===== config.mk =====
export PLATFORM = sky130hd
export DESIGN_NAME = sirq_encoder
export DESIGN_NICKNAME = d
export VERILOG_FILES = /design/src/rtl/sirq_encoder.sv
export SDC_FILE = /design/constraint.sdc
export NUM_CORES = 1
export LEC_CHECK = 0
export CAP_MARGIN = 15
export CORE_MARGIN = 1
export CORE_UTILIZATION = 45
export CTS_CLUSTER_DIAMETER = 30
export CTS_CLUSTER_SIZE = 28
export DETAILED_ROUTE_END_ITERATION = 6
export PLACE_DENSITY_LB_ADDON = 0.15
export SYNTH_ARGS = -nofsm -noshare
export SYNTH_HDL_FRONTEND = slang
export SYNTH_SLANG_ARGS = --single-unit
export TNS_END_PERCENT = 50

===== constraint.sdc =====
create_clock -name clk -period 2.1 [get_ports clk]
set_input_delay 0.21 -clock clk [delete_from_list [all_inputs] [get_ports clk]]
set_output_delay 0.21 -clock clk [all_outputs]
set_load 0.01 [all_outputs]

===== src/rtl/sirq_encoder.sv =====
module sirq_encoder #(
  parameter int NUM_IRQ    = 16,
  parameter int NUM_PCI    = 4,
  parameter int START_MIN  = 4,
  parameter int START_MAX  = 8,
  parameter int REQ_LEN    = 2,
  parameter int QUIET_STOP = 2
) (
  input  logic               clk,
  input  logic               rst_n,
  input  logic [NUM_IRQ-1:0] irq_req,
  input  logic [NUM_PCI-1:0] pci_req,
  input  logic               pci_parallel,
  input  logic               sirq_i,
  output logic               sirq_oe,
  output logic               sirq_o,
  output logic               inta_pull
);
  localparam int NSLOT = NUM_IRQ + 1 + NUM_PCI;
  localparam int SW    = $clog2(NSLOT);
  localparam int CW    = $clog2(START_MAX + 2);
  localparam int RW    = $clog2(REQ_LEN + 1);
  localparam logic [CW-1:0] LMIN  = CW'(START_MIN);
  localparam logic [CW-1:0] LMAX  = CW'(START_MAX);
  localparam logic [CW-1:0] LQST  = CW'(QUIET_STOP);
  localparam logic [CW-1:0] LSAT  = {CW{1'b1}};
  localparam logic [SW-1:0] SLAST = SW'(NSLOT - 1);
  localparam logic [SW-1:0] SRSV  = SW'(NUM_IRQ);
  localparam logic [RW-1:0] RLAST = RW'(REQ_LEN - 1);

  typedef enum logic [2:0] {S_IDLE, S_REQ, S_TA, S_SLOT, S_STOP} st_t;

  st_t              st;
  logic [CW-1:0]    low_cnt;
  logic [SW-1:0]    slot;
  logic [1:0]       ph;
  logic [RW-1:0]    rcnt;
  logic [NSLOT-1:0] snap;
  logic             quiet;

  wire [NSLOT-1:0] cur_vec  = {pci_parallel ? {NUM_PCI{1'b0}} : pci_req, 1'b0, irq_req};
  wire             pending  = cur_vec != snap;
  wire             start_ok = sirq_i && (low_cnt >= LMIN) && (low_cnt <= LMAX);
  wire             bit_on   = snap[slot];
  wire             drv_lo   = (st == S_REQ) || (st == S_SLOT && ph == 2'd0 && bit_on);
  wire             drv_hi   = (st == S_SLOT) && (ph == 2'd1) && bit_on;

  assign sirq_oe   = drv_lo | drv_hi;
  assign sirq_o    = drv_hi;
  assign inta_pull = pci_parallel & pci_req[0];

  always_ff @(posedge clk or negedge rst_n) begin
    if (!rst_n)
      low_cnt <= '0;
    else if (sirq_i)
      low_cnt <= '0;
    else if (low_cnt != LSAT)
      low_cnt <= low_cnt + 1'b1;
  end

  always_ff @(posedge clk or negedge rst_n) begin
    if (!rst_n) begin
      st    <= S_IDLE;
      slot  <= '0;
      ph    <= '0;
      rcnt  <= '0;
      snap  <= '0;
      quiet <= 1'b0;
    end else begin
      case (st)
        S_IDLE: begin
          if (start_ok) begin
            snap <= cur_vec;
            st   <= S_TA;
          end else if (quiet && sirq_i && pending) begin
            rcnt <= '0;
            st   <= S_REQ;
          end
        end
        S_REQ: begin
          rcnt <= rcnt + 1'b1;
          if (rcnt == RLAST) st <= S_IDLE;
        end
        S_TA: begin
          slot <= '0;
          ph   <= '0;
          st   <= S_SLOT;
        end
        S_SLOT: begin
          if (ph == 2'd2) begin
            ph <= '0;
            if (slot == SLAST) st <= S_STOP;
            else slot <= slot + 1'b1;
          end else begin
            ph <= ph + 1'b1;
          end
        end
        S_STOP: begin
          if (sirq_i && low_cnt != '0) begin
            quiet <= (low_cnt == LQST);
            st    <= S_IDLE;
          end
        end
        default: st <= S_IDLE;
      endcase
    end
  end


  rec_high_chk: assert property (@(posedge clk) disable iff (!rst_n)
    (st == S_SLOT && sirq_oe && !sirq_o) |=> (sirq_oe && sirq_o));

  ta_float_chk: assert property (@(posedge clk) disable iff (!rst_n)
    (sirq_oe && sirq_o) |=> !sirq_oe);

  snap_hold_chk: assert property (@(posedge clk) disable iff (!rst_n)
    (st == S_SLOT) |=> $stable(snap));

  rsv_slot_chk: assert property (@(posedge clk) disable iff (!rst_n)
    (st == S_SLOT && slot == SRSV) |-> !sirq_oe);

  busy_line_chk: assert property (@(posedge clk) disable iff (!rst_n)
    (st == S_IDLE && !sirq_i) |=> (st != S_REQ));

  req_len_chk: assert property (@(posedge clk) disable iff (!rst_n)
    (st == S_IDLE && $past(st) != S_REQ) |=> (st == S_REQ) |=> (st == S_REQ));

  cont_quiet_chk: assert property (@(posedge clk) disable iff (!rst_n)
    (!quiet && st != S_REQ) |=> (st != S_REQ));
endmodule


# Word-level counts from Yosys, hierarchy flattened
# Cells that the tools add are included.
[word_totals] register_bits=37 latchBits=0 mem_bits_rw=0 romBits=0 out_inout_bits=3 elab_cells=76 mem_count=0
[op_classes] n_addsub=4 n_mul=0 div=0 magnitude_cmp=3 eq_ne=19 shifts=0 n_mux=20 n_bitwise=2 n_reduce_logical=21
[op_table] cell="inequality test 20 bit" count=1
[op_table] cell="2-to-1 mux 3 bit" count=6
[op_table] cell="case mux 3 bit (5 select lines)" count=1
[op_table] cell="2-to-1 mux 4 bit" count=3
[op_table] cell="2-to-1 mux 5 bit" count=2
[op_table] cell="case mux 5 bit (2 select lines)" count=1
[op_table] cell="logical AND 1 bit" count=9
[op_table] cell="inequality test 2 bit, second input constant" count=4
[op_table] cell="case mux 2 bit (2 select lines)" count=2
[op_table] cell="equality test 3 x 2 -> 1 bit, second input constant" count=2
[op_table] cell="less-than comparator 5 x 6 -> 1 bit, second input constant" count=1
[op_table] cell="2-to-1 mux 2 bit" count=3
[op_table] cell="inequality test 2 x 1 -> 1 bit, second input constant" count=3
[op_table] cell="AND reduction 3 bit" count=2
[op_table] cell="nonzero test 2 bit" count=3
[op_table] cell="adder 5 x 1 -> 5 bit, second input constant" count=1
[op_table] cell="binary-select mux 1 bit (select 5 bit)" count=1
[op_table] cell="equality test 5 bit, second input constant" count=1
[op_table] cell="AND reduction 5 bit" count=1
[op_table] cell="adder 2 x 1 -> 2 bit, second input constant" count=2
[op_table] cell="adder 4 x 1 -> 4 bit, second input constant" count=1
[op_table] cell="equality test 2 x 1 -> 1 bit, second input constant" count=2
[op_table] cell="equality test 4 x 2 -> 1 bit, second input constant" count=1
[op_table] cell=">= comparator 4 x 3 -> 1 bit, second input constant" count=1
[op_table] cell="other kinds (14)" count=15

# Depth between registers and ports, before layout
[logic_depth] depth_word=6 depth_mapped=9 depth_no_buf=7

# Least setup slack after synthesis
# No wires, ideal clock.
[synth_path] kind="reg-to-reg" startpoint="register slot[1]" endpoint="register slot[1]" arrival_time_ns=2.092 setup_slack_ns=-0.113 path_stages_with_launch=9 path_buffers=2 path_cell_list="dfrtp_1 -> clkbuf_1 -> inv_1 -> ha_1 -> and4b_1 -> or4b_1 -> buf_2 -> mux2_1 -> a22o_1"
[synth_via] elab_chain_len=4 word_cells_on_any_way=7
[synth_lines] item="start, declared" line="35" text="logic [SW-1:0] slot;"
[synth_lines] item="start signal, assigned" line="93" text="else slot <= slot + 1'b1;"
[synth_lines] item="adder 5 x 1 -> 5 bit" line="93"
[synth_lines] item="2-to-1 mux 5 bit" line="92" text="if (slot == SLAST) st <= S_STOP;"
[synth_lines] item="2-to-1 mux 5 bit" line="90" text="if (ph == 2'd2) begin"
[synth_lines] item="case mux 5 bit (2 select lines)" line="70" text="case (st)"
# Several ways; a longest one is shown, not always the timed one. The select of a mux whose other input is x is not followed.
# A chain may end at the register's enable or synchronous reset.

# Final worst setup path
[layout_path] startpoint="register st[2]" endpoint="output port sirq_o"
[layout_via] elab_chain_len=3
[layout_lines] item="start, declared" line="33" text="st_t st;"
[layout_lines] item="start signal, assigned" line="63" text="st <= S_IDLE;"
[layout_lines] item="start signal, assigned" line="74" text="st <= S_TA;"
[layout_lines] item="start signal, assigned" line="77" text="st <= S_REQ;"
[layout_lines] item="equality test 3 x 2 -> 1 bit" line="46" text="wire drv_hi = (st == S_SLOT) && (ph == 2'd1) && bit_on;"
[layout_lines] item="logical AND 1 bit (2 in series)" line="46"
[layout_lines] item="end, declared" line="16" text="output logic sirq_o,"
# Every way passes these cells.

==> impl_metrics.csv <==
group,metric,value,unit
status,status,"finished, violations left",
status,violations,"negative setup slack",
detailed_routing,drtPass1Iterations,4,
detailed_routing,ant_nets,0,
detailed_routing,drt_iter0_markers,76,
global_route,overflow,0,
cts,cts_buffers,5,
sta,slew-limit-headroom,0.6780,
detailed_routing,finalWirelength,4947,um
floorplan,fp.dieArea,5114,um2
global_route,grt_antenna_before_repair,0,
layout,fin_nets,297,
setup_path,cp-end-kind,"output port",
logic_synthesis,yosys_warnings,0,
setup_path,reg2reg_slack,-0.08,ns
global_route,grt_use_total,0.2147,
sta,setup_viol,5,
setup_path,worstPathMaxFanout,2,
detailed_routing,route.top_layer_used,"met4",
detailed_routing,met2_length,2340,um
layout,final_common_cell,"buf_4",
layout,areaGrowthSynthToFinish,34.81,%
sta,fin_crit_sh,1.089,
setup_path,critPathKind,"reg -> out",
detailed_routing,drc_errors,0,
layout,n_antenna_cell,0,
logic_synthesis,synthFlopType,"dfrtp_1",
placed_design,dpl.hpwl,3608,um
cts,clk_latency,0.30,ns
logic_synthesis,synth_seq_area_share,0.4258,
detailed_routing,avgRoutedWirePerCell,15.46,um
floorplan,core_area,4504,um2
setup_path,worstReg2RegStart,"slot[0]",
cts,path_clk_slew,0.08,ns
cts,ctsHoldBuffers,0,
cts,cts_sinks,37,
placed_design,port_buffers,26,
power,total_leakage_power,1.238,nW
logic_synthesis,ys_ff_latch,37,
cts,htree_levels,2,
logic_synthesis,synth-edff-count,0,
setup_path,crit_arrival,2.08,ns
layout,final_cell_mix,"35 x buf_4, 34 x dfrtp_1, 24 x clkdlybuf4s50_1",
worst_hold_path,hold_class,"in -> async",
sta,clock_skew,0.008745,ns
cts,cts_root_buf,"clkbuf_8",
layout,final_util,0.6508,
global_route,grt_max_degree,38,
sta,tightest_slew,0.4829,ns
setup_path,start_kind,"flip-flop",
layout,layout-drive-gt1-share,0.3284,
power,total_power,0.003399,W
placed_design,gp_congestion,0.7734,
logic_synthesis,avgSynthCellArea,10.61,um2
sta,fin_crit,2.286,ns
floorplan,die_height,71.52,um
power,ir_drop,0.5910,mV
power,p_per_area,1159,nW/um2
global_route,grt_pass1_vias,1818,
logic_synthesis,synthArstFlopShare,1.000,
sta,setup_ws,-0.1859,ns
cts,clock_path_buffers,2,
logic_synthesis,synth.distinct_cells,43,
setup_path,cp.required,1.89,ns
layout,finalNonFillerCells,320,
floorplan,die_width,71.52,um
floorplan,initial_core_util,0.4828,
logic_synthesis,synth_nets,235,
logic_synthesis,syn_area,2175,um2
logic_synthesis,synthCells,205,
setup_path,r2r-end,"slot[1]",
floorplan,ios,27,
job,maxCapViolations,0,
placed_design,dp_cells,306,
detailed_routing,m1WireLength,2313,um
sta,finalHoldViolCount,0,
floorplan,num_rows,24,
sta,rsz0062_at_grt,"true",
detailed_routing,route.met3.wl,215,um
cts,cts_tree,"yes",
sta,fmax,0.4375,GHz
setup_path,reg2reg_depth,8,
sta,final-max-slew-violation-count,0,
global_route,grt_pass1_wl,8328,um
detailed_routing,vias,1751,
detailed_routing,via_per_inst,5.472,
synthesized netlist by cell type (3+ instances only):
| library cell | instances | area share |
|---|---|---|
| mux2i_1 | 4 | 0.018 |
| ha_1 | 6 | 0.035 |
| mux4_2 | 4 | 0.041 |
| a31oi_1 | 4 | 0.012 |
| clkbuf_1 | 5 | 0.0086 |
| nand3b_1 | 6 | 0.021 |
| nor2_1 | 14 | 0.024 |
| dfrtp_1 | 37 | 0.43 |
| nand4_1 | 5 | 0.014 |
| nor2b_1 | 3 | 0.0086 |
| mux2_2 | 16 | 0.083 |
| xnor2_1 | 21 | 0.085 |
| inv_1 | 11 | 0.019 |
| buf_2 | 4 | 0.0092 |
| o21ai_0 | 14 | 0.032 |
| nand3_1 | 6 | 0.014 |
| nand2_1 | 8 | 0.014 |
area by class of cell:
class                           count  area [um2]
Fill cell                         360        1573
Tap cell                           52       65.06
Clock inverter                      1       5.005
Clock buffer                        7       96.34
Inverter                           11       41.29
Timing Repair Buffer               66       584.3
Multi-Input combinational cell    146        1210
Sequential cell                    37       929.6
registers in the layout (all words and copies together), names as in the netlist:
name,count
st,3
slot,5
rcnt,2
snap,20
low_cnt,4
ph,2
quiet,1
critical path, cell delays in order, from the launching register on:
cell      delay, ns
dfrtp_1        0.38
nand2b_4       0.14
or3b_4         0.37
or4b_4         0.52
o41ai_2        0.08
and2_1         0.17
buf_2          0.12
power by group:
group	leakage [nW]	internal (W)	switching (W)	total [W]
Clock	0.0542	0.000297	0.000264	0.000561
Combinational	0.722	0.000989	0.000643	0.00163
Sequential	0.462	0.000975	0.000230	0.00121
Total	1.24	0.00226	0.00114	0.00340
routing by layer:
layer / up-vias / track usage
met4: 0 / 0.07407
met1: 852 / 0.2823
met5: - / 0
met3: 8 / 0.05767
li1: 849 / -
met2: 42 / 0.3460
cell families after synthesis:
logic type      share of synthesized area
simple gates                       0.1692
buf+inv                           0.04718
flops                              0.4258
mux                                0.1479
compound gates                    0.09091
xor+xnor                          0.08458
fa+ha+maj                         0.03452
metrics by stage:
stage / hold WS (ns) / worst slack [ns] / instance area (um2) / TNS (ns)
floorplan: -0.08559 / 0.0004146 / 2185 / 0
global placement: 0.4757 / -0.3455 / 2706 / -1.274
detailed placement: 0.4924 / -0.3755 / 2706 / -1.485
CTS: 0.3427 / -0.2395 / 2889 / -0.6001
finish: 0.3396 / -0.1859 / 2932 / -0.4611
global route: 0.3732 / -0.2807 / 2932 / -0.9151
repair_timing:
action | CTS | global route
pin swaps | 10 | 6
buffers inserted | 3 | 3
setup endpoints to repair | 6 | 6
resized for setup | 27 | 10
worst max-delay path by stage:
stage,end,slack [ns],depth (start not counted),start
after floorplan,slot[1],0.0004,8,slot[0]
after global placement,sirq_oe,-0.35,6,slot[0]
after detailed placement,sirq_oe,-0.38,6,slot[0]
final,sirq_o,-0.19,6,st[2]
after global routing,sirq_o,-0.28,8,slot[0]
after CTS,sirq_o,-0.24,6,st[2]
Note: power is estimated with default switching activity, not from simulation.
